<file path="src/rtl/vb_pkg.sv">
package vb_pkg;
  parameter int unsigned VB_ENTRIES = 4;
  parameter int unsigned VB_ADDR_W  = 26;
  parameter int unsigned VB_LINE_W  = 128;

  function automatic int unsigned idx_w(int unsigned n);
    return (n > 1) ? $clog2(n) : 1;
  endfunction
endpackage

</file>
<file path="src/rtl/vb_entry.sv">
module vb_entry #(
  parameter int unsigned AW = 26,
  parameter int unsigned DW = 128
) (
  input  logic          clk_i,
  input  logic          rst_ni,
  input  logic          wr_en_i,
  input  logic          clr_i,
  input  logic [AW-1:0] wr_addr_i,
  input  logic [DW-1:0] wr_data_i,
  input  logic [AW-1:0] cmp_addr_i,
  output logic          match_o,
  output logic [DW-1:0] data_o
);
  logic          vld_q;
  logic [AW-1:0] tag_q;
  logic [DW-1:0] dat_q;

  always_ff @(posedge clk_i or negedge rst_ni) begin
    if (!rst_ni)      vld_q <= 1'b0;
    else if (wr_en_i) vld_q <= 1'b1;
    else if (clr_i)   vld_q <= 1'b0;
  end

  // tag and data need no reset; the valid bit guards them
  always_ff @(posedge clk_i) begin
    if (wr_en_i) begin
      tag_q <= wr_addr_i;
      dat_q <= wr_data_i;
    end
  end

  assign match_o = vld_q && (tag_q == cmp_addr_i);
  assign data_o  = dat_q;
endmodule

</file>
<file path="src/rtl/vb_pick.sv">
module vb_pick #(
  parameter int unsigned N  = 4,
  parameter int unsigned DW = 128
) (
  input  logic [N-1:0]         req_i,
  input  logic [N-1:0][DW-1:0] data_i,
  output logic                 hit_o,
  output logic [N-1:0]         sel_o,
  output logic [DW-1:0]        data_o
);
  // lowest matching slot wins; duplicates are not expected
  always_comb begin
    logic found;
    found  = 1'b0;
    sel_o  = '0;
    data_o = '0;
    for (int i = 0; i < N; i++) begin
      if (req_i[i] && !found) begin
        found    = 1'b1;
        sel_o[i] = 1'b1;
        data_o   = data_i[i];
      end
    end
    hit_o = found;
  end
endmodule

</file>
<file path="src/rtl/vb_ring_ptr.sv">
module vb_ring_ptr #(
  parameter int unsigned N  = 4,
  parameter int unsigned IW = 2
) (
  input  logic          clk_i,
  input  logic          rst_ni,
  input  logic          adv_i,
  output logic [IW-1:0] ptr_o
);
  localparam logic [IW-1:0] LAST = IW'(N - 1);

  always_ff @(posedge clk_i or negedge rst_ni) begin
    if (!rst_ni)     ptr_o <= '0;
    else if (adv_i)  ptr_o <= (ptr_o == LAST) ? '0 : ptr_o + 1'b1;
  end
endmodule

</file>
<file path="src/rtl/victim_buf.sv">
module victim_buf #(
  parameter int unsigned ENTRIES = vb_pkg::VB_ENTRIES,
  parameter int unsigned ADDR_W  = vb_pkg::VB_ADDR_W,
  parameter int unsigned LINE_W  = vb_pkg::VB_LINE_W
) (
  input  logic              clk_i,
  input  logic              rst_ni,
  input  logic              lookup_valid_i,
  input  logic [ADDR_W-1:0] lookup_addr_i,
  input  logic              evict_valid_i,
  input  logic [ADDR_W-1:0] evict_addr_i,
  input  logic [LINE_W-1:0] evict_data_i,
  output logic              vc_hit_o,
  output logic [LINE_W-1:0] vc_line_data_o,
  output logic              swap_done_o
);
  localparam int unsigned IW = vb_pkg::idx_w(ENTRIES);

  logic [ENTRIES-1:0]             match_v, req_v, sel_v, wr_v, clr_v;
  logic [ENTRIES-1:0][LINE_W-1:0] data_v;
  logic [IW-1:0]                  ptr_q;
  logic                           hit, insert;

  for (genvar g = 0; g < ENTRIES; g++) begin : g_ent
    vb_entry #(.AW(ADDR_W), .DW(LINE_W)) u_ent (
      .clk_i      (clk_i),
      .rst_ni     (rst_ni),
      .wr_en_i    (wr_v[g]),
      .clr_i      (clr_v[g]),
      .wr_addr_i  (evict_addr_i),
      .wr_data_i  (evict_data_i),
      .cmp_addr_i (lookup_addr_i),
      .match_o    (match_v[g]),
      .data_o     (data_v[g])
    );
  end

  assign req_v = match_v & {ENTRIES{lookup_valid_i}};

  vb_pick #(.N(ENTRIES), .DW(LINE_W)) u_pick (
    .req_i  (req_v),
    .data_i (data_v),
    .hit_o  (hit),
    .sel_o  (sel_v),
    .data_o (vc_line_data_o)
  );

  assign insert = evict_valid_i && !hit;

  // swap reuses the hit slot; plain insert takes the ring slot
  always_comb begin
    for (int i = 0; i < ENTRIES; i++) begin
      wr_v[i]  = (sel_v[i] && evict_valid_i) || (insert && (ptr_q == IW'(i)));
      clr_v[i] = sel_v[i] && !evict_valid_i;
    end
  end

  vb_ring_ptr #(.N(ENTRIES), .IW(IW)) u_ptr (
    .clk_i  (clk_i),
    .rst_ni (rst_ni),
    .adv_i  (insert),
    .ptr_o  (ptr_q)
  );

  always_ff @(posedge clk_i or negedge rst_ni) begin
    if (!rst_ni) swap_done_o <= 1'b0;
    else         swap_done_o <= hit;
  end

  assign vc_hit_o = hit;
endmodule

</file>
<file path="config.mk">
export PLATFORM = sky130hd
export DESIGN_NAME = victim_buf
export DESIGN_NICKNAME = d
export VERILOG_FILES = /design/src/rtl/vb_pkg.sv /design/src/rtl/vb_entry.sv /design/src/rtl/vb_pick.sv /design/src/rtl/vb_ring_ptr.sv /design/src/rtl/victim_buf.sv
export SDC_FILE = /design/constraint.sdc
export NUM_CORES = 1
export LEC_CHECK = 0
export BUFFER_PORTS_ARGS = -buffer_cell sky130_fd_sc_hd__buf_4
export CAP_MARGIN = 15
export CORE_MARGIN = 3
export CORE_UTILIZATION = 45
export DETAILED_ROUTE_END_ITERATION = 10
export PLACE_DENSITY = 0.71
export SYNTH_ARGS = -nofsm -noshare
export SYNTH_HDL_FRONTEND = slang
export SYNTH_HIERARCHICAL = 1
export SYNTH_SLANG_ARGS = --single-unit
export TNS_END_PERCENT = 100
</file>
<file path="constraint.sdc">
create_clock -name clk_i -period 18.5 [get_ports clk_i]
set_input_delay 3.7 -clock clk_i [delete_from_list [all_inputs] [get_ports clk_i]]
set_output_delay 3.7 -clock clk_i [all_outputs]
set_load 0.02 [all_outputs]
</file>
[Word-level counts from Yosys, hierarchy flattened]
Index checks and enable logic that the tools add are counted.
Storage, ports and cells
  register bits after elaboration: 623
  output and inout port bits: 130
  logic and storage cells: 77
Operators by class
  add/sub/neg operators: 1
  equality and inequality tests: 7
  mux-type cells: 20
  bitwise gates (word level): 1
  reductions and logical operators: 34
Operator list (number)
  two-way mux 128 bit: 4
  == test 26 bit: 4
  logical AND 1 bit: 20
  two-way mux 1 bit: 15
  nonzero test 2 bit: 4
  zero test 1 bit: 5
  AND 4 bit: 1
  == test 2 bit, second input constant: 2
  logical OR 1 bit: 4
  adder 2 x 1 -> 2 bit, second input constant: 1
  == test 2 x 1 -> 1 bit, second input constant: 1
  zero test 2 bit: 1
  two-way mux 2 bit: 1

[Logic depth before layout (Yosys ltp)]
Gate-level depths: netlist (run 1).
  depth in word-level cells: 18
  mapped depth: 13
  mapped depth without buffers: 10

[Modules after synthesis]
Netlist (run 1), hierarchy kept.
Modules (own cells, without submodules)
  vb_entry: instances 4, cells each 192, area an instance 4951.0 um2, sequential area each 4649.5 um2
  vb_pick: instances 1, cells each 733, area an instance 4211.5 um2, sequential area each 0.0 um2
  victim_buf: instances 1, cells each 22, area an instance 152.6 um2, sequential area each 25.0 um2
  vb_ring_ptr: instances 1, cells each 6, area an instance 88.8 um2, sequential area each 50.0 um2

[Worst setup path before layout (run 1)]
Ideal clock, no wire load.
  path type: input-to-reg
  from: in lookup_addr_i[11]
  to: reg g_ent[0].u_ent.dat_q[0], enable pin
  library setup time: 0.895 ns
  arrival time: 16.622 ns
  slack: 0.983 ns
  stages: 9
  cell sequence: xnor2_1 > nand4_1 > or4_1 > nor4_2 > and2_1 > buf_4 > clkbuf_1 > or4_1 > o31ai_1
Between the ends
  elaborated cells on any way between the ends: 24
  classes of those cells: eq/ne (4); mux (4); bitwise (1); reduce/logical (15)
RTL lines
  start, declared: RTL line victim_buf.sv:9  | input logic [ADDR_W-1:0] lookup_addr_i,
  == test 26 bit (*): RTL line vb_entry.sv:33  | assign match_o = vld_q && (tag_q == cmp_addr_i);
  logical AND 1 bit (*): RTL line vb_entry.sv:33
  named net match_v[1]: RTL line victim_buf.sv:19  | logic [ENTRIES-1:0] match_v, req_v, sel_v, wr_v, clr_v;
  AND 4 bit (*): RTL line victim_buf.sv:38  | assign req_v = match_v & {ENTRIES{lookup_valid_i}};
  named net req_v[1]: RTL line victim_buf.sv:19
  logical AND 1 bit (*): RTL line vb_pick.sv:18  | if (req_i[i] && !found) begin
  two-way mux 1 bit (*): RTL line vb_pick.sv:18
  zero test 1 bit: RTL line vb_pick.sv:18
  (+3 left out)
  logical AND 1 bit: RTL line vb_pick.sv:18
  two-way mux 1 bit (*): RTL line vb_pick.sv:18
  named net vc_hit_o: RTL line victim_buf.sv:13  | output logic vc_hit_o,
  zero test 1 bit (*): RTL line victim_buf.sv:48  | assign insert = evict_valid_i && !hit;
  logical AND 1 bit (*): RTL line victim_buf.sv:48
  logical AND 1 bit (*): RTL line victim_buf.sv:53  | wr_v[i] = (sel_v[i] && evict_valid_i) || (insert && (ptr_q == IW'(i)));
  logical OR 1 bit (*): RTL line victim_buf.sv:53
  named net wr_v[0]: RTL line victim_buf.sv:19
  end signal, assigned: RTL line vb_entry.sv:29  | dat_q <= wr_data_i;
  end, declared: RTL line vb_entry.sv:17  | logic [DW-1:0] dat_q;
Mark *: on every way through the listed nets, which the timed path passes. The rest lies on a longest branch.
A chain may end at the register's enable or synchronous reset.

[Worst setup path after layout (run 1)]
  from: in lookup_addr_i[11]
  to: out vc_line_data_o[0]
Between the ends
  elaborated cells on any way between the ends: 22
  classes of those cells: eq/ne (4); mux (7); bitwise (1); reduce/logical (10)
RTL lines
  == test 26 bit (*): RTL line vb_entry.sv:33
  logical AND 1 bit (*): RTL line vb_entry.sv:33
  named net match_v[1]: RTL line victim_buf.sv:19
  AND 4 bit (*): RTL line victim_buf.sv:38
  named net req_v[1]: RTL line victim_buf.sv:19
  logical AND 1 bit (*): RTL line vb_pick.sv:18
  two-way mux 1 bit: RTL line vb_pick.sv:18
  zero test 1 bit: RTL line vb_pick.sv:18
  logical AND 1 bit: RTL line vb_pick.sv:18
  two-way mux 1 bit: RTL line vb_pick.sv:18
  zero test 1 bit: RTL line vb_pick.sv:18
  logical AND 1 bit: RTL line vb_pick.sv:18
  two-way mux 128 bit (*): RTL line vb_pick.sv:18
  end, declared: RTL line victim_buf.sv:14  | output logic [LINE_W-1:0] vc_line_data_o,
Marked as above.

==> run_summary.xml, run 1 <==
<?xml version="1.0" encoding="UTF-8"?>
<metrics>
  <group name="setup_path">
    <metric name="cp-start-kind" unit="">primary input</metric>
    <metric name="critical_path_required" unit="ns">14.80</metric>
    <metric name="cp-end-kind" unit="">output port</metric>
    <metric name="worstSetupEndpoint" unit="">vc_line_data_o[0]</metric>
    <metric name="crit-reg2reg-capture" unit="">g_ent[3].u_ent/data_o[75]$_DFFE_PP_</metric>
    <metric name="worstSetupPathType" unit="">primary input to output port</metric>
    <metric name="worstRegToRegCells" unit="">12</metric>
    <metric name="worstReg2RegStart" unit="">g_ent[1].u_ent/tag_q[11]$_DFFE_PP_</metric>
    <metric name="critical_path.startpoint" unit="">lookup_addr_i[11]</metric>
    <metric name="worst-endpoint-arrival" unit="ns">8.40</metric>
    <metric name="reg2reg_slack" unit="ns">13.10</metric>
    <metric name="critical_path.max_fanout" unit="">69</metric>
  </group>
  <group name="floorplanning">
    <metric name="fp.coreArea" unit="mm^2">0.05297</metric>
    <metric name="floorplan.die.width" unit="um">238.2</metric>
    <metric name="initial_utilization" unit="%">45.79</metric>
    <metric name="num_rows" unit="">84</metric>
    <metric name="dieHeight" unit="um">238.2</metric>
    <metric name="top_level_ports" unit="">314</metric>
    <metric name="dieArea" unit="mm^2">0.05673</metric>
  </group>
  <group name="synth">
    <metric name="synth_edf_count" unit="">616</metric>
    <metric name="synth-simple-area-share" unit="%">8.908</metric>
    <metric name="ys_top_cells_by_count" unit="">sky130_fd_sc_hd__edfxtp_1, sky130_fd_sc_hd__nor2b_1, sky130_fd_sc_hd__nand2_1</metric>
    <metric name="synth.lib_cells_used.distinct" unit="">28</metric>
    <metric name="post-synth-top-count-cell" unit="">sky130_fd_sc_hd__edfxtp_1</metric>
    <metric name="yosysWarningCount" unit="">6</metric>
    <metric name="postSynthAreaPerCell" unit="um^2">15.86</metric>
    <metric name="synthesized_netlist_cell_count" unit="">1529</metric>
    <metric name="netlist_area" unit="mm^2">0.02426</metric>
    <metric name="synth.top_cells.by_area" unit="">sky130_fd_sc_hd__edfxtp_1, sky130_fd_sc_hd__o31ai_1, sky130_fd_sc_hd__a211oi_1</metric>
    <metric name="synth_top_cell_by_area" unit="">sky130_fd_sc_hd__edfxtp_1</metric>
    <metric name="synth-compound-area-share" unit="%">8.170</metric>
    <metric name="post_synth_xor_area_fraction" unit="%">3.755</metric>
    <metric name="synth.ff_latch_count" unit="">623</metric>
    <metric name="asyncSetResetFlopFracSynth" unit="%">1.124</metric>
    <metric name="synth_top_family_by_area" unit="">simple AND/OR/NAND/NOR gates</metric>
    <metric name="yosys-mux-area-fraction" unit="%">0.09285</metric>
    <metric name="dominant_register_cell_in_the_synthesized_netlist" unit="">sky130_fd_sc_hd__edfxtp_1</metric>
    <metric name="post_synth_fa_ha_maj_area_fraction" unit="%">0.05158</metric>
    <metric name="mappedNetlistNets" unit="">1714</metric>
    <metric name="ys_seq_area_share" unit="%">76.98</metric>
    <metric name="yosysTopAreaCellShare" unit="%">76.26</metric>
  </group>
  <group name="placement">
    <metric name="placed_cells_incl_taps" unit="">2464</metric>
    <metric name="globalplace.congestion" unit="">0.8043</metric>
    <metric name="detailedPlace.worstSlack" unit="ns">6.380</metric>
    <metric name="detailed_place_hpwl" unit="um">32770</metric>
    <metric name="portBuffers" unit="">313</metric>
  </group>
  <group name="power_and_ir_drop">
    <metric name="power.total" unit="mW">3.388</metric>
    <metric name="power_per_cell_area" unit="mW/mm^2">116.2</metric>
    <metric name="total_leakage_power" unit="nW">9.785</metric>
    <metric name="ir_worst_vdd" unit="uV">79.06</metric>
  </group>
  <group name="route">
    <metric name="routedLengthMet1" unit="um">23160</metric>
    <metric name="totalWireLength" unit="um">56200</metric>
    <metric name="vias_per_cell" unit="">5.434</metric>
    <metric name="drt-initial-drc-count" unit="">861</metric>
    <metric name="routed-wl-met3" unit="um">3610</metric>
    <metric name="detail_route.drc_violations" unit="">0</metric>
    <metric name="maxUsedRoutingLayer" unit="">met5</metric>
    <metric name="route.vias.total" unit="">14040</metric>
    <metric name="routed_wire_per_std_cell" unit="um">21.75</metric>
    <metric name="met2WireLength" unit="um">27710</metric>
    <metric name="drt-pass1-iter-count" unit="">5</metric>
    <metric name="ant_nets" unit="">0</metric>
  </group>
  <group name="run">
    <metric name="cap_viol_max_count" unit="">0</metric>
  </group>
  <group name="global_route">
    <metric name="grtUsageTotal" unit="%">19.40</metric>
    <metric name="grt_pass1_vias" unit="">14180</metric>
    <metric name="grt.overflow.total" unit="">0</metric>
    <metric name="maximum_number_of_pins_on_one_net_before_global_route_repair" unit="">101</metric>
    <metric name="grt_antenna_before_repair" unit="">8</metric>
    <metric name="grt_first_pass_wirelength" unit="um">84730</metric>
  </group>
  <group name="clocking">
    <metric name="post_cts_repair_setup_buffers" unit="">0</metric>
    <metric name="clk_latency" unit="ns">0.61</metric>
    <metric name="clockRootBuffer" unit="">sky130_fd_sc_hd__clkbuf_16</metric>
    <metric name="cts-resized-gates" unit="">0</metric>
    <metric name="cts.sink_count" unit="">623</metric>
    <metric name="tritoncts" unit="">built</metric>
    <metric name="ctsHoldBuffers" unit="">0</metric>
    <metric name="cts.reportedPaths.clkPinSlew" unit="ns">0.06</metric>
    <metric name="cts-htree-levels" unit="">2</metric>
    <metric name="clockBufferDepth" unit="">3</metric>
    <metric name="cts_inserted_buffers" unit="">61</metric>
  </group>
  <group name="finish">
    <metric name="final-instance-count-excl-fill" unit="">2584</metric>
    <metric name="num-nets-final" unit="">2024</metric>
    <metric name="synthesis_to_finish_area_growth" unit="%">20.23</metric>
    <metric name="post_route_cells_drive_above_1_share" unit="%">22.96</metric>
  </group>
  <group name="sta">
    <metric name="max-slew-margin-rel" unit="%">21.44</metric>
    <metric name="finalWorstPathRequiredPeriod" unit="ns">12.10</metric>
    <metric name="tns" unit="ns">0</metric>
    <metric name="post-route-period-util" unit="%">65.39</metric>
    <metric name="fin_worst_skew" unit="ns">0.01617</metric>
    <metric name="max_slew_violation_total_from_the_final_report" unit="">0</metric>
    <metric name="timing_worst_slew_pin_value" unit="ns">1.178</metric>
    <metric name="achievable-frequency" unit="MHz">82.67</metric>
    <metric name="finalSetupViolations" unit="">0</metric>
    <metric name="rsz0062_at_grt" unit="">false</metric>
    <metric name="hold_viol" unit="">0</metric>
    <metric name="postLayoutSetupSlackWorst" unit="ns">6.403</metric>
  </group>
  <group name="hold_path">
    <metric name="min-delay-path-class" unit="">register to register</metric>
  </group>
  <group name="outcome">
    <metric name="run_status" unit="">complete, no violations</metric>
  </group>
</metrics>
## how the worst min path moves through the flow
stage,from,end,slack [ns],depth (start not counted)
after floorplan,g_ent[0].u_ent/vld_q$_DFFE_PN0P_,g_ent[0].u_ent/vld_q$_DFFE_PN0P_,0.45,1
after global placement,g_ent[0].u_ent/vld_q$_DFFE_PN0P_,g_ent[0].u_ent/vld_q$_DFFE_PN0P_,0.47,1
after detailed placement,g_ent[0].u_ent/vld_q$_DFFE_PN0P_,g_ent[0].u_ent/vld_q$_DFFE_PN0P_,0.47,1
after CTS,g_ent[0].u_ent/vld_q$_DFFE_PN0P_,g_ent[0].u_ent/vld_q$_DFFE_PN0P_,0.48,1
after global routing,g_ent[3].u_ent/vld_q$_DFFE_PN0P_,g_ent[3].u_ent/vld_q$_DFFE_PN0P_,0.51,1
final,g_ent[0].u_ent/vld_q$_DFFE_PN0P_,g_ent[0].u_ent/vld_q$_DFFE_PN0P_,0.48,1
## state kept, by name (all words and copies together) (netlist names)
register / count
g_ent.u_ent/data_o: 512
g_ent.u_ent/tag_q: 104
g_ent.u_ent/vld_q: 4
swap_done_o: 1
u_ptr/ptr_o: 2
## cell families (layout without fill, tap and decap cells)
kind of cell | after synthesis | count (layout)
other cells | 0 | 6
simple gates | 442 | 442
compound gates | 264 | 264
xor+xnor | 104 | 104
fa+ha+maj | 1 | 1
flops | 623 | 623
buf+inv | 93 | 454
mux | 2 | 2
## metal layers
metal  track usage, %  vias to the layer above
met5                0                        -
met4            7.073                        4
met3            4.276                       94
met2            32.04                      400
met1            25.50                     7126
li1                 -                     6417
## report_power, final
| part | internal (mW) | switching (mW) |
|---|---|---|
| clock network | 0.691 | 0.504 |
| logic | 0.0718 | 0.213 |
| registers | 1.85 | 0.0618 |
| total | 2.61 | 0.779 |
## through the flow
step | utilization [%] | hold WS (ns) | instance area, um^2
after floorplan | - | 0.4494 | 24260
after global placement | 51.37 | 0.4692 | 27210
after detailed placement | 51.37 | 0.4697 | 27210
after CTS | 55.03 | 0.4829 | 29150
after global routing | 55.04 | 0.5063 | 29160
final | 55.06 | 0.4784 | 29160
## area by class of cell
class / instances / area, um^2
Antenna cell: 6 / 15.01
Tap cell: 688 / 860.8
Clock inverter: 34 / 295.3
Timing Repair Buffer: 335 / 2515
Sequential cell: 623 / 18670
Clock buffer: 80 / 1640
Multi-Input combinational cell: 813 / 5146
Fill cell: 4183 / 23810
Inverter: 5 / 18.77
## cells in the final DEF, fill, tap and decap left out, types with 4 or more instances in the layout
| master | n |
|---|---|
| sky130_fd_sc_hd__a211oi_1 | 128 |
| sky130_fd_sc_hd__nand2_1 | 132 |
| sky130_fd_sc_hd__clkinv_1 | 14 |
| sky130_fd_sc_hd__edfxtp_1 | 616 |
| sky130_fd_sc_hd__xnor2_1 | 104 |
| sky130_fd_sc_hd__inv_1 | 5 |
| sky130_fd_sc_hd__o31ai_1 | 128 |
| sky130_fd_sc_hd__dfrtp_1 | 7 |
| sky130_fd_sc_hd__bufinv_16 | 5 |
| sky130_fd_sc_hd__nor4_2 | 4 |
| sky130_fd_sc_hd__clkinvlp_4 | 4 |
| sky130_fd_sc_hd__nand4_1 | 24 |
| sky130_fd_sc_hd__diode_2 | 6 |
| sky130_fd_sc_hd__a21o_1 | 4 |
| sky130_fd_sc_hd__nand3_1 | 4 |
| sky130_fd_sc_hd__clkbuf_16 | 63 |
| sky130_fd_sc_hd__nor2_1 | 129 |
| sky130_fd_sc_hd__nor2b_1 | 134 |
| sky130_fd_sc_hd__clkinv_2 | 9 |
| sky130_fd_sc_hd__clkbuf_1 | 17 |
| sky130_fd_sc_hd__buf_4 | 335 |
| sky130_fd_sc_hd__or4_1 | 5 |
## critical path, stage by stage
cell and delay (ns):
sky130_fd_sc_hd__buf_4 0.14, sky130_fd_sc_hd__xnor2_1 0.19, sky130_fd_sc_hd__nand4_1 0.16, sky130_fd_sc_hd__or4_1 0.57
sky130_fd_sc_hd__nor4_2 0.28, sky130_fd_sc_hd__and2_4 0.65, sky130_fd_sc_hd__or3b_4 0.94, sky130_fd_sc_hd__buf_4 0.88
sky130_fd_sc_hd__nor2_1 0.08, sky130_fd_sc_hd__o31ai_1 0.49, sky130_fd_sc_hd__buf_4 0.24
Note: power is estimated with default switching activity, not from simulation.
==> inputs of run 2 (changes only) <==
--- a/config.mk
+++ b/config.mk
@@ -5,12 +5,13 @@
 export SDC_FILE = /design/constraint.sdc
 export NUM_CORES = 1
 export LEC_CHECK = 0
+export ABC_AREA = 1
 export BUFFER_PORTS_ARGS = -buffer_cell sky130_fd_sc_hd__buf_4
 export CAP_MARGIN = 15
 export CORE_MARGIN = 3
 export CORE_UTILIZATION = 45
 export DETAILED_ROUTE_END_ITERATION = 10
-export PLACE_DENSITY = 0.71
+export PLACE_DENSITY = 0.7
 export SYNTH_ARGS = -nofsm -noshare
 export SYNTH_HDL_FRONTEND = slang
 export SYNTH_HIERARCHICAL = 1
==> constraint.sdc (replaced) <==
create_clock -name clk_i -period 11.7 [get_ports clk_i]
set_input_delay 2.34 -clock clk_i [delete_from_list [all_inputs] [get_ports clk_i]]
set_output_delay 2.34 -clock clk_i [all_outputs]
set_load 0.02 [all_outputs]
==> run_summary.xml, run 2 <==
<?xml version="1.0" encoding="UTF-8"?>
<metrics>
  <group name="finish">
    <metric name="number_of_flip_flops_under_the_largest_register_name" unit="">512</metric>
    <metric name="fill_cells" unit="">4758</metric>
    <metric name="final_core_utilization" unit="%">54.22</metric>
    <metric name="post_route_cells_drive_above_1_share" unit="%">16.48</metric>
    <metric name="num-nets-final" unit="">2757</metric>
    <metric name="most_common_cell_after_layout_fill_and_taps_aside" unit="">sky130_fd_sc_hd__edfxtp_1</metric>
    <metric name="synthesis_to_finish_area_growth" unit="%">17.85</metric>
    <metric name="multi_input_comb_area" unit="mm^2">0.005472</metric>
    <metric name="layout_common_cells" unit="">sky130_fd_sc_hd__edfxtp_1, sky130_fd_sc_hd__nand2_1, sky130_fd_sc_hd__nand3_1</metric>
    <metric name="final-seq-area" unit="mm^2">0.01867</metric>
  </group>
  <group name="sta">
    <metric name="hold_slack" unit="ns">0.5044</metric>
    <metric name="max_slew_violation_total_from_the_final_report" unit="">0</metric>
    <metric name="tns" unit="ns">0</metric>
    <metric name="post-route-period-util" unit="%">71.34</metric>
    <metric name="max-slew-margin-rel" unit="%">23.34</metric>
    <metric name="finalSetupViolations" unit="">0</metric>
    <metric name="rsz0062_at_grt" unit="">false</metric>
    <metric name="fin_worst_skew" unit="ns">0.01825</metric>
    <metric name="timing_worst_slew_pin_value" unit="ns">1.150</metric>
    <metric name="finalWorstPathRequiredPeriod" unit="ns">8.347</metric>
    <metric name="hold_viol" unit="">0</metric>
    <metric name="achievable-frequency" unit="MHz">119.8</metric>
    <metric name="postLayoutSetupSlackWorst" unit="ns">3.353</metric>
  </group>
  <group name="setup_path">
    <metric name="worst-endpoint-arrival" unit="ns">6.01</metric>
    <metric name="worstSetupPathType" unit="">primary input to output port</metric>
    <metric name="crit-reg2reg-capture" unit="">g_ent[3].u_ent/data_o[100]$_DFFE_PP_</metric>
    <metric name="critical_path_required" unit="ns">9.36</metric>
    <metric name="cp-start-kind" unit="">primary input</metric>
    <metric name="reg2reg_slack" unit="ns">5.53</metric>
    <metric name="cpLargestDelayFamily" unit="">buffers and inverters</metric>
    <metric name="timing.critical_path.slowest_stage_cell" unit="">sky130_fd_sc_hd__buf_4</metric>
    <metric name="critical_path.max_fanout" unit="">72</metric>
    <metric name="path_buf_inv" unit="">7</metric>
    <metric name="cp-end-kind" unit="">output port</metric>
    <metric name="timing.critical_path.slowest_cell_delay" unit="ns">0.60</metric>
    <metric name="worstReg2RegStart" unit="">g_ent[0].u_ent/tag_q[22]$_DFFE_PP_</metric>
    <metric name="worstRegToRegCells" unit="">18</metric>
    <metric name="critical_path.cell_chain" unit="">buf_4 &gt; nor2_1 &gt; nor2_1 &gt; nor2_1 &gt; nand2_1 &gt; nor2_1 &gt; nand2_1 &gt; nor2_2 &gt; nand2_1 &gt; inv_4 &gt; buf_4 &gt; inv_4 &gt; buf_4 &gt; nand3_1 &gt; nand2_1 &gt; inv_1 &gt; nand3_1 &gt; buf_4</metric>
  </group>
  <group name="floorplanning">
    <metric name="initial_utilization" unit="%">46.01</metric>
    <metric name="num_rows" unit="">87</metric>
    <metric name="dieArea" unit="mm^2">0.06126</metric>
    <metric name="top_level_ports" unit="">314</metric>
    <metric name="floorplan.die.width" unit="um">247.5</metric>
    <metric name="fp.coreArea" unit="mm^2">0.05704</metric>
    <metric name="dieHeight" unit="um">247.5</metric>
  </group>
  <group name="route">
    <metric name="drt-pass1-iter-count" unit="">5</metric>
    <metric name="detail_route.drc_violations" unit="">0</metric>
    <metric name="totalWireLength" unit="um">63990</metric>
    <metric name="vias_per_cell" unit="">5.186</metric>
    <metric name="route.vias.total" unit="">17530</metric>
    <metric name="ant_nets" unit="">0</metric>
    <metric name="routed_wire_per_std_cell" unit="um">18.93</metric>
    <metric name="drt-initial-drc-count" unit="">1276</metric>
  </group>
  <group name="power_and_ir_drop">
    <metric name="ir_worst_vdd" unit="uV">121.0</metric>
    <metric name="power_per_cell_area" unit="mW/mm^2">172.0</metric>
    <metric name="power.total" unit="mW">5.319</metric>
    <metric name="total_leakage_power" unit="nW">12.72</metric>
  </group>
  <group name="global_route">
    <metric name="grt_pass1_vias" unit="">17230</metric>
    <metric name="grt_first_pass_wirelength" unit="um">96830</metric>
    <metric name="grt_antenna_before_repair" unit="">4</metric>
    <metric name="maximum_number_of_pins_on_one_net_before_global_route_repair" unit="">216</metric>
    <metric name="grtUsageTotal" unit="%">20.61</metric>
    <metric name="grt.overflow.total" unit="">0</metric>
  </group>
  <group name="placement">
    <metric name="detailed_place_hpwl" unit="um">37720</metric>
    <metric name="globalplace.congestion" unit="">0.8459</metric>
    <metric name="detailedPlace.worstSlack" unit="ns">3.309</metric>
    <metric name="portBuffers" unit="">313</metric>
  </group>
  <group name="synth">
    <metric name="postSynthAreaPerCell" unit="um^2">11.46</metric>
    <metric name="yosysWarningCount" unit="">6</metric>
    <metric name="synthesized_netlist_cell_count" unit="">2290</metric>
    <metric name="synth_edf_count" unit="">616</metric>
    <metric name="ys_seq_area_share" unit="%">71.15</metric>
    <metric name="synth_top_cell_by_area" unit="">sky130_fd_sc_hd__edfxtp_1</metric>
    <metric name="synth.ff_latch_count" unit="">623</metric>
    <metric name="netlist_area" unit="mm^2">0.02625</metric>
    <metric name="asyncSetResetFlopFracSynth" unit="%">1.124</metric>
    <metric name="ys_top_cells_by_count" unit="">sky130_fd_sc_hd__edfxtp_1, sky130_fd_sc_hd__nand2_1, sky130_fd_sc_hd__nand3_1</metric>
    <metric name="post-synth-top-count-cell" unit="">sky130_fd_sc_hd__edfxtp_1</metric>
    <metric name="yosysTopAreaCellShare" unit="%">70.48</metric>
    <metric name="synth.lib_cells_used.distinct" unit="">23</metric>
    <metric name="dominant_register_cell_in_the_synthesized_netlist" unit="">sky130_fd_sc_hd__edfxtp_1</metric>
    <metric name="mappedNetlistNets" unit="">2475</metric>
    <metric name="synth.top_cells.by_area" unit="">sky130_fd_sc_hd__edfxtp_1, sky130_fd_sc_hd__nand2_1, sky130_fd_sc_hd__nand3_1</metric>
  </group>
  <group name="hold_path">
    <metric name="min-delay-path-class" unit="">register to register</metric>
    <metric name="worst_hold_path.num_cells" unit="">2</metric>
    <metric name="min_to" unit="">g_ent[1].u_ent/vld_q$_DFFE_PN0P_</metric>
    <metric name="worstHoldStart" unit="">g_ent[1].u_ent/vld_q$_DFFE_PN0P_</metric>
  </group>
  <group name="clocking">
    <metric name="post_cts_repair_setup_buffers" unit="">0</metric>
    <metric name="clockRootBuffer" unit="">sky130_fd_sc_hd__clkbuf_16</metric>
    <metric name="cts.sink_count" unit="">623</metric>
    <metric name="clk_latency" unit="ns">0.59</metric>
    <metric name="cts_inserted_buffers" unit="">67</metric>
    <metric name="cts.reportedPaths.clkPinSlew" unit="ns">0.05</metric>
    <metric name="tritoncts" unit="">built</metric>
    <metric name="cts-htree-levels" unit="">3</metric>
    <metric name="cts-resized-gates" unit="">0</metric>
    <metric name="clockBufferDepth" unit="">3</metric>
    <metric name="ctsHoldBuffers" unit="">0</metric>
  </group>
  <group name="outcome">
    <metric name="run_status" unit="">complete, no violations</metric>
  </group>
  <group name="run">
    <metric name="cap_viol_max_count" unit="">0</metric>
  </group>
</metrics>
run 2: layout make-up:
class | instances | area share (%)
Clock inverter | 29 | 0.6230
Timing Repair Buffer | 329 | 8.131
Clock buffer | 89 | 5.858
Tap cell | 756 | 3.058
Inverter | 345 | 4.235
Multi-Input combinational cell | 1206 | 17.69
Antenna cell | 4 | 0.03236
Sequential cell | 623 | 60.37
run 2: per-stage QoR:
step	instance area, um^2	cells
6_report	30930	3381
5_1_grt	30920	3379
3_3_place_gp	28890	3258
4_1_cts	30890	3376
3_5_place_dp	28890	3258
2_1_floorplan	26250	2290
run 2: cells by family after synthesis:
logic type                 synth area share [%]
adders and majority gates               0.04767
xor gates and xnor gates                 0.2669
and+or+nand+nor                           20.30
DFF                                       71.15
buffers and inverters                     8.119
AOI/OAI and AO/OA                        0.1144
run 2: where the power goes:
| part | internal, mW | switching, mW | leakage, nW |
|---|---|---|---|
| registers | 2.85 | 0.0823 | 5.73 |
| clock network | 1.13 | 0.821 | 0.983 |
| logic | 0.0985 | 0.333 | 6.00 |
run 2: how the worst max path moves through the flow:
| stage | cells after the start | slack (ns) | from | endpoint |
|---|---|---|---|---|
| after floorplan | 18 | 3.94 | lookup_addr_i[6] | g_ent[0].u_ent/data_o[0]$_DFFE_PP_ |
| after global routing | 16 | 3.08 | lookup_addr_i[18] | vc_hit_o |
| after detailed placement | 18 | 3.31 | lookup_addr_i[22] | vc_line_data_o[39] |
| after CTS | 18 | 3.32 | lookup_addr_i[22] | vc_line_data_o[39] |
| after global placement | 19 | 3.40 | lookup_addr_i[22] | g_ent[3].u_ent/data_o[97]$_DFFE_PP_ |
| final | 18 | 3.35 | lookup_addr_i[22] | vc_line_data_o[39] |
run 2: layer usage:
metal	wire [um]	vias up	part of all wire, %	GRT usage [%]
li1	-	8340	-	-
met4	1623	0	2.5	7.209
met3	4743	102	7.4	4.051
met1	25680	8442	40	27.03
met2	31950	649	50	34.45
met5	0	-	0	0
run 2: worst reg2reg max path, cell delays in order (launching register included):
cell and delay (ns):
sky130_fd_sc_hd__edfxtp_1 0.39, sky130_fd_sc_hd__nand2_1 0.08, sky130_fd_sc_hd__inv_1 0.04, sky130_fd_sc_hd__nor2_1 0.07, sky130_fd_sc_hd__nor2_1 0.07, sky130_fd_sc_hd__nand2_1 0.09
sky130_fd_sc_hd__nor2_1 0.06, sky130_fd_sc_hd__nand2_1 0.12, sky130_fd_sc_hd__nor2_2 0.05, sky130_fd_sc_hd__nand2_1 0.10, sky130_fd_sc_hd__inv_4 0.20, sky130_fd_sc_hd__buf_4 0.42
sky130_fd_sc_hd__nor2_8 0.55, sky130_fd_sc_hd__buf_12 0.66, sky130_fd_sc_hd__nand3_1 0.71, sky130_fd_sc_hd__nor2_4 0.29, sky130_fd_sc_hd__nand2_1 0.12, sky130_fd_sc_hd__nand2_4 0.84
sky130_fd_sc_hd__buf_4 0.91
==> inputs of run 3 (changes only) <==
--- a/config.mk
+++ b/config.mk
@@ -5,13 +5,13 @@
 export SDC_FILE = /design/constraint.sdc
 export NUM_CORES = 1
 export LEC_CHECK = 0
-export ABC_AREA = 1
+export ABC_AREA = 0
 export BUFFER_PORTS_ARGS = -buffer_cell sky130_fd_sc_hd__buf_4
 export CAP_MARGIN = 15
 export CORE_MARGIN = 3
 export CORE_UTILIZATION = 45
 export DETAILED_ROUTE_END_ITERATION = 10
-export PLACE_DENSITY = 0.7
+export PLACE_DENSITY = 0.71
 export SYNTH_ARGS = -nofsm -noshare
 export SYNTH_HDL_FRONTEND = slang
 export SYNTH_HIERARCHICAL = 1
==> constraint.sdc (replaced) <==
create_clock -name clk_i -period 7.95 [get_ports clk_i]
set_input_delay 1.59 -clock clk_i [delete_from_list [all_inputs] [get_ports clk_i]]
set_output_delay 1.59 -clock clk_i [all_outputs]
set_load 0.02 [all_outputs]
==> run_summary.xml, run 3 (synthesized netlist as in run 1, its figures left out) <==
<?xml version="1.0" encoding="UTF-8"?>
<metrics>
  <group name="floorplanning">
    <metric name="dieArea" unit="mm^2">0.05673</metric>
    <metric name="initial_utilization" unit="%">45.79</metric>
    <metric name="fp.coreArea" unit="mm^2">0.05297</metric>
    <metric name="floorplan.die.width" unit="um">238.2</metric>
    <metric name="top_level_ports" unit="">314</metric>
    <metric name="num_rows" unit="">84</metric>
    <metric name="dieHeight" unit="um">238.2</metric>
  </group>
  <group name="clocking">
    <metric name="post_cts_repair_setup_buffers" unit="">0</metric>
    <metric name="clk_latency" unit="ns">0.59</metric>
    <metric name="tritoncts" unit="">built</metric>
    <metric name="cts-htree-levels" unit="">3</metric>
    <metric name="ctsHoldBuffers" unit="">0</metric>
    <metric name="cts.reportedPaths.clkPinSlew" unit="ns">0.06</metric>
    <metric name="clockRootBuffer" unit="">sky130_fd_sc_hd__clkbuf_16</metric>
    <metric name="cts_inserted_buffers" unit="">66</metric>
    <metric name="clockBufferDepth" unit="">3</metric>
    <metric name="cts-resized-gates" unit="">0</metric>
    <metric name="cts.sink_count" unit="">623</metric>
  </group>
  <group name="sta">
    <metric name="hold_viol" unit="">0</metric>
    <metric name="post-route-period-util" unit="%">82.74</metric>
    <metric name="postLayoutSetupSlackWorst" unit="ns">1.372</metric>
    <metric name="max-slew-margin-rel" unit="%">32.10</metric>
    <metric name="rsz0062_at_grt" unit="">false</metric>
    <metric name="max_slew_violation_total_from_the_final_report" unit="">0</metric>
    <metric name="fin_worst_skew" unit="ns">0.02014</metric>
    <metric name="achievable-frequency" unit="MHz">152.0</metric>
    <metric name="hold_slack" unit="ns">0.4802</metric>
    <metric name="finalSetupViolations" unit="">0</metric>
    <metric name="timing_worst_slew_pin_value" unit="ns">1.019</metric>
    <metric name="finalWorstPathRequiredPeriod" unit="ns">6.578</metric>
    <metric name="tns" unit="ns">0</metric>
  </group>
  <group name="power_and_ir_drop">
    <metric name="total_leakage_power" unit="nW">9.866</metric>
    <metric name="ir_worst_vdd" unit="uV">197.1</metric>
    <metric name="power.total" unit="mW">7.960</metric>
    <metric name="power_per_cell_area" unit="mW/mm^2">271.2</metric>
  </group>
  <group name="finish">
    <metric name="fill_cells" unit="">4183</metric>
    <metric name="num-nets-final" unit="">2031</metric>
    <metric name="post_route_cells_drive_above_1_share" unit="%">23.18</metric>
    <metric name="synthesis_to_finish_area_growth" unit="%">21.02</metric>
    <metric name="number_of_flip_flops_under_the_largest_register_name" unit="">512</metric>
    <metric name="layout_common_cells" unit="">sky130_fd_sc_hd__edfxtp_1, sky130_fd_sc_hd__buf_4, sky130_fd_sc_hd__nor2b_1</metric>
    <metric name="most_common_cell_after_layout_fill_and_taps_aside" unit="">sky130_fd_sc_hd__edfxtp_1</metric>
    <metric name="stdcell_area" unit="mm^2">0.02936</metric>
  </group>
  <group name="run">
    <metric name="cap_viol_max_count" unit="">0</metric>
  </group>
  <group name="placement">
    <metric name="detailed_place.area" unit="mm^2">0.02733</metric>
    <metric name="detailed_place_hpwl" unit="um">31110</metric>
    <metric name="portBuffers" unit="">313</metric>
    <metric name="globalplace.congestion" unit="">0.8031</metric>
    <metric name="detailedPlace.worstSlack" unit="ns">1.382</metric>
  </group>
  <group name="route">
    <metric name="totalWireLength" unit="um">54720</metric>
    <metric name="detail_route.drc_violations" unit="">0</metric>
    <metric name="drt-initial-drc-count" unit="">750</metric>
    <metric name="drt-pass1-iter-count" unit="">4</metric>
    <metric name="routed_wire_per_std_cell" unit="um">21.17</metric>
    <metric name="vias_per_cell" unit="">5.359</metric>
    <metric name="ant_nets" unit="">0</metric>
    <metric name="route.vias.total" unit="">13850</metric>
  </group>
  <group name="global_route">
    <metric name="maximum_number_of_pins_on_one_net_before_global_route_repair" unit="">160</metric>
    <metric name="grt_pass1_vias" unit="">14080</metric>
    <metric name="grt.overflow.total" unit="">0</metric>
    <metric name="grt_first_pass_wirelength" unit="um">82730</metric>
    <metric name="grtUsageTotal" unit="%">18.85</metric>
    <metric name="grt_antenna_before_repair" unit="">4</metric>
  </group>
  <group name="hold_path">
    <metric name="min-delay-path-class" unit="">register to register</metric>
  </group>
  <group name="setup_path">
    <metric name="cp_common_cell" unit="">sky130_fd_sc_hd__buf_4</metric>
    <metric name="critical_path_required" unit="ns">6.36</metric>
    <metric name="critical_path.max_fanout" unit="">159</metric>
    <metric name="worst-endpoint-arrival" unit="ns">4.99</metric>
    <metric name="timing.critical_path.slowest_cell_delay" unit="ns">0.60</metric>
    <metric name="worstSetupPathType" unit="">primary input to output port</metric>
    <metric name="cp-end-kind" unit="">output port</metric>
    <metric name="cp-start-kind" unit="">primary input</metric>
    <metric name="timing.critical_path.slowest_stage_cell" unit="">sky130_fd_sc_hd__or4_1</metric>
    <metric name="critical_path.cell_chain" unit="">buf_4 &gt; xnor2_1 &gt; nand4_1 &gt; or4_1 &gt; nor4_2 &gt; and2_4 &gt; buf_12 &gt; buf_4 &gt; a211oi_1 &gt; o31ai_1 &gt; buf_4</metric>
  </group>
  <group name="outcome">
    <metric name="run_status" unit="">complete, no violations</metric>
  </group>
</metrics>
==> run 3: cell count changes in the layout (fill, tap and decap cells not counted), moves of 5 or more <==
cell | previous run | this run
sky130_fd_sc_hd__inv_4 | 6 | 0
sky130_fd_sc_hd__buf_12 | 2 | 8
sky130_fd_sc_hd__or4_1 | 0 | 5
sky130_fd_sc_hd__nand3_1 | 389 | 4
sky130_fd_sc_hd__inv_1 | 338 | 5
sky130_fd_sc_hd__nor2_1 | 89 | 129
sky130_fd_sc_hd__o31ai_1 | 0 | 128
sky130_fd_sc_hd__xnor2_1 | 4 | 104
sky130_fd_sc_hd__nand4_1 | 128 | 24
sky130_fd_sc_hd__a211oi_1 | 0 | 128
sky130_fd_sc_hd__nor2b_1 | 0 | 134
sky130_fd_sc_hd__nand2_1 | 575 | 132
==> run 3: metrics by stage <==
| step | instances | utilization [%] |
|---|---|---|
| final | 2585 | 55.42 |
| after global routing | 2583 | 55.41 |
| after CTS | 2582 | 55.41 |
| after detailed placement | 2466 | 51.59 |
| after global placement | 2466 | 51.59 |
| after floorplan | 1529 | - |
==> run 3: final cells by class <==
type | instances | area [um^2] | area share [%]
Sequential cell | 623 | 18670 | 63.61
Multi-Input combinational cell | 813 | 5146 | 17.53
Timing Repair Buffer | 337 | 2630 | 8.959
Clock buffer | 86 | 1779 | 6.061
Tap cell | 688 | 860.8 | 2.932
Clock inverter | 30 | 241.5 | 0.8226
Inverter | 5 | 18.77 | 0.06393
Antenna cell | 3 | 7.507 | 0.02557
==> run 3: layer usage <==
metal / vias up / share of wire, % / track usage (%)
li1: 6444 / - / -
met1: 6949 / 41 / 23.88
met2: 376 / 50 / 32.09
met3: 83 / 6.4 / 5.097
met4: 2 / 2.1 / 5.461
met5: - / 0.026 / 0
==> run 3: critical path, delay by kind of cell <==
family	cells	cell delay [ns]
xor+xnor	1	0.17
buf+inv	4	1.39
simple gates	4	1.28
compound gates	2	0.50
==> run 3: path summary, 6_finish.rpt <==
check | from | end | slack, ns | cells after the start
worst max-delay path | lookup_addr_i[5] | vc_line_data_o[110] | 1.37 | 11
worst min-delay path | g_ent[0].u_ent/vld_q$_DFFE_PN0P_ | g_ent[0].u_ent/vld_q$_DFFE_PN0P_ | 0.48 | 1
worst max register to register | g_ent[2].u_ent/tag_q[5]$_DFFE_PP_ | g_ent[2].u_ent/data_o[97]$_DFFE_PP_ | 3.22 | 11
worst min register to register | g_ent[0].u_ent/vld_q$_DFFE_PN0P_ | g_ent[0].u_ent/vld_q$_DFFE_PN0P_ | 0.48 | 1
max in group asynchronous | rst_ni | u_ptr/ptr_o[1]$_DFFE_PN0P_ | 7.00 | 1
min in group asynchronous | rst_ni | swap_done_o$_DFF_PN0_ | 0.82 | 1
==> run 3: report_power, final <==
group	switching, mW	internal, mW
logic	0.490	0.170
clock network	1.21	1.65
registers	0.141	4.30
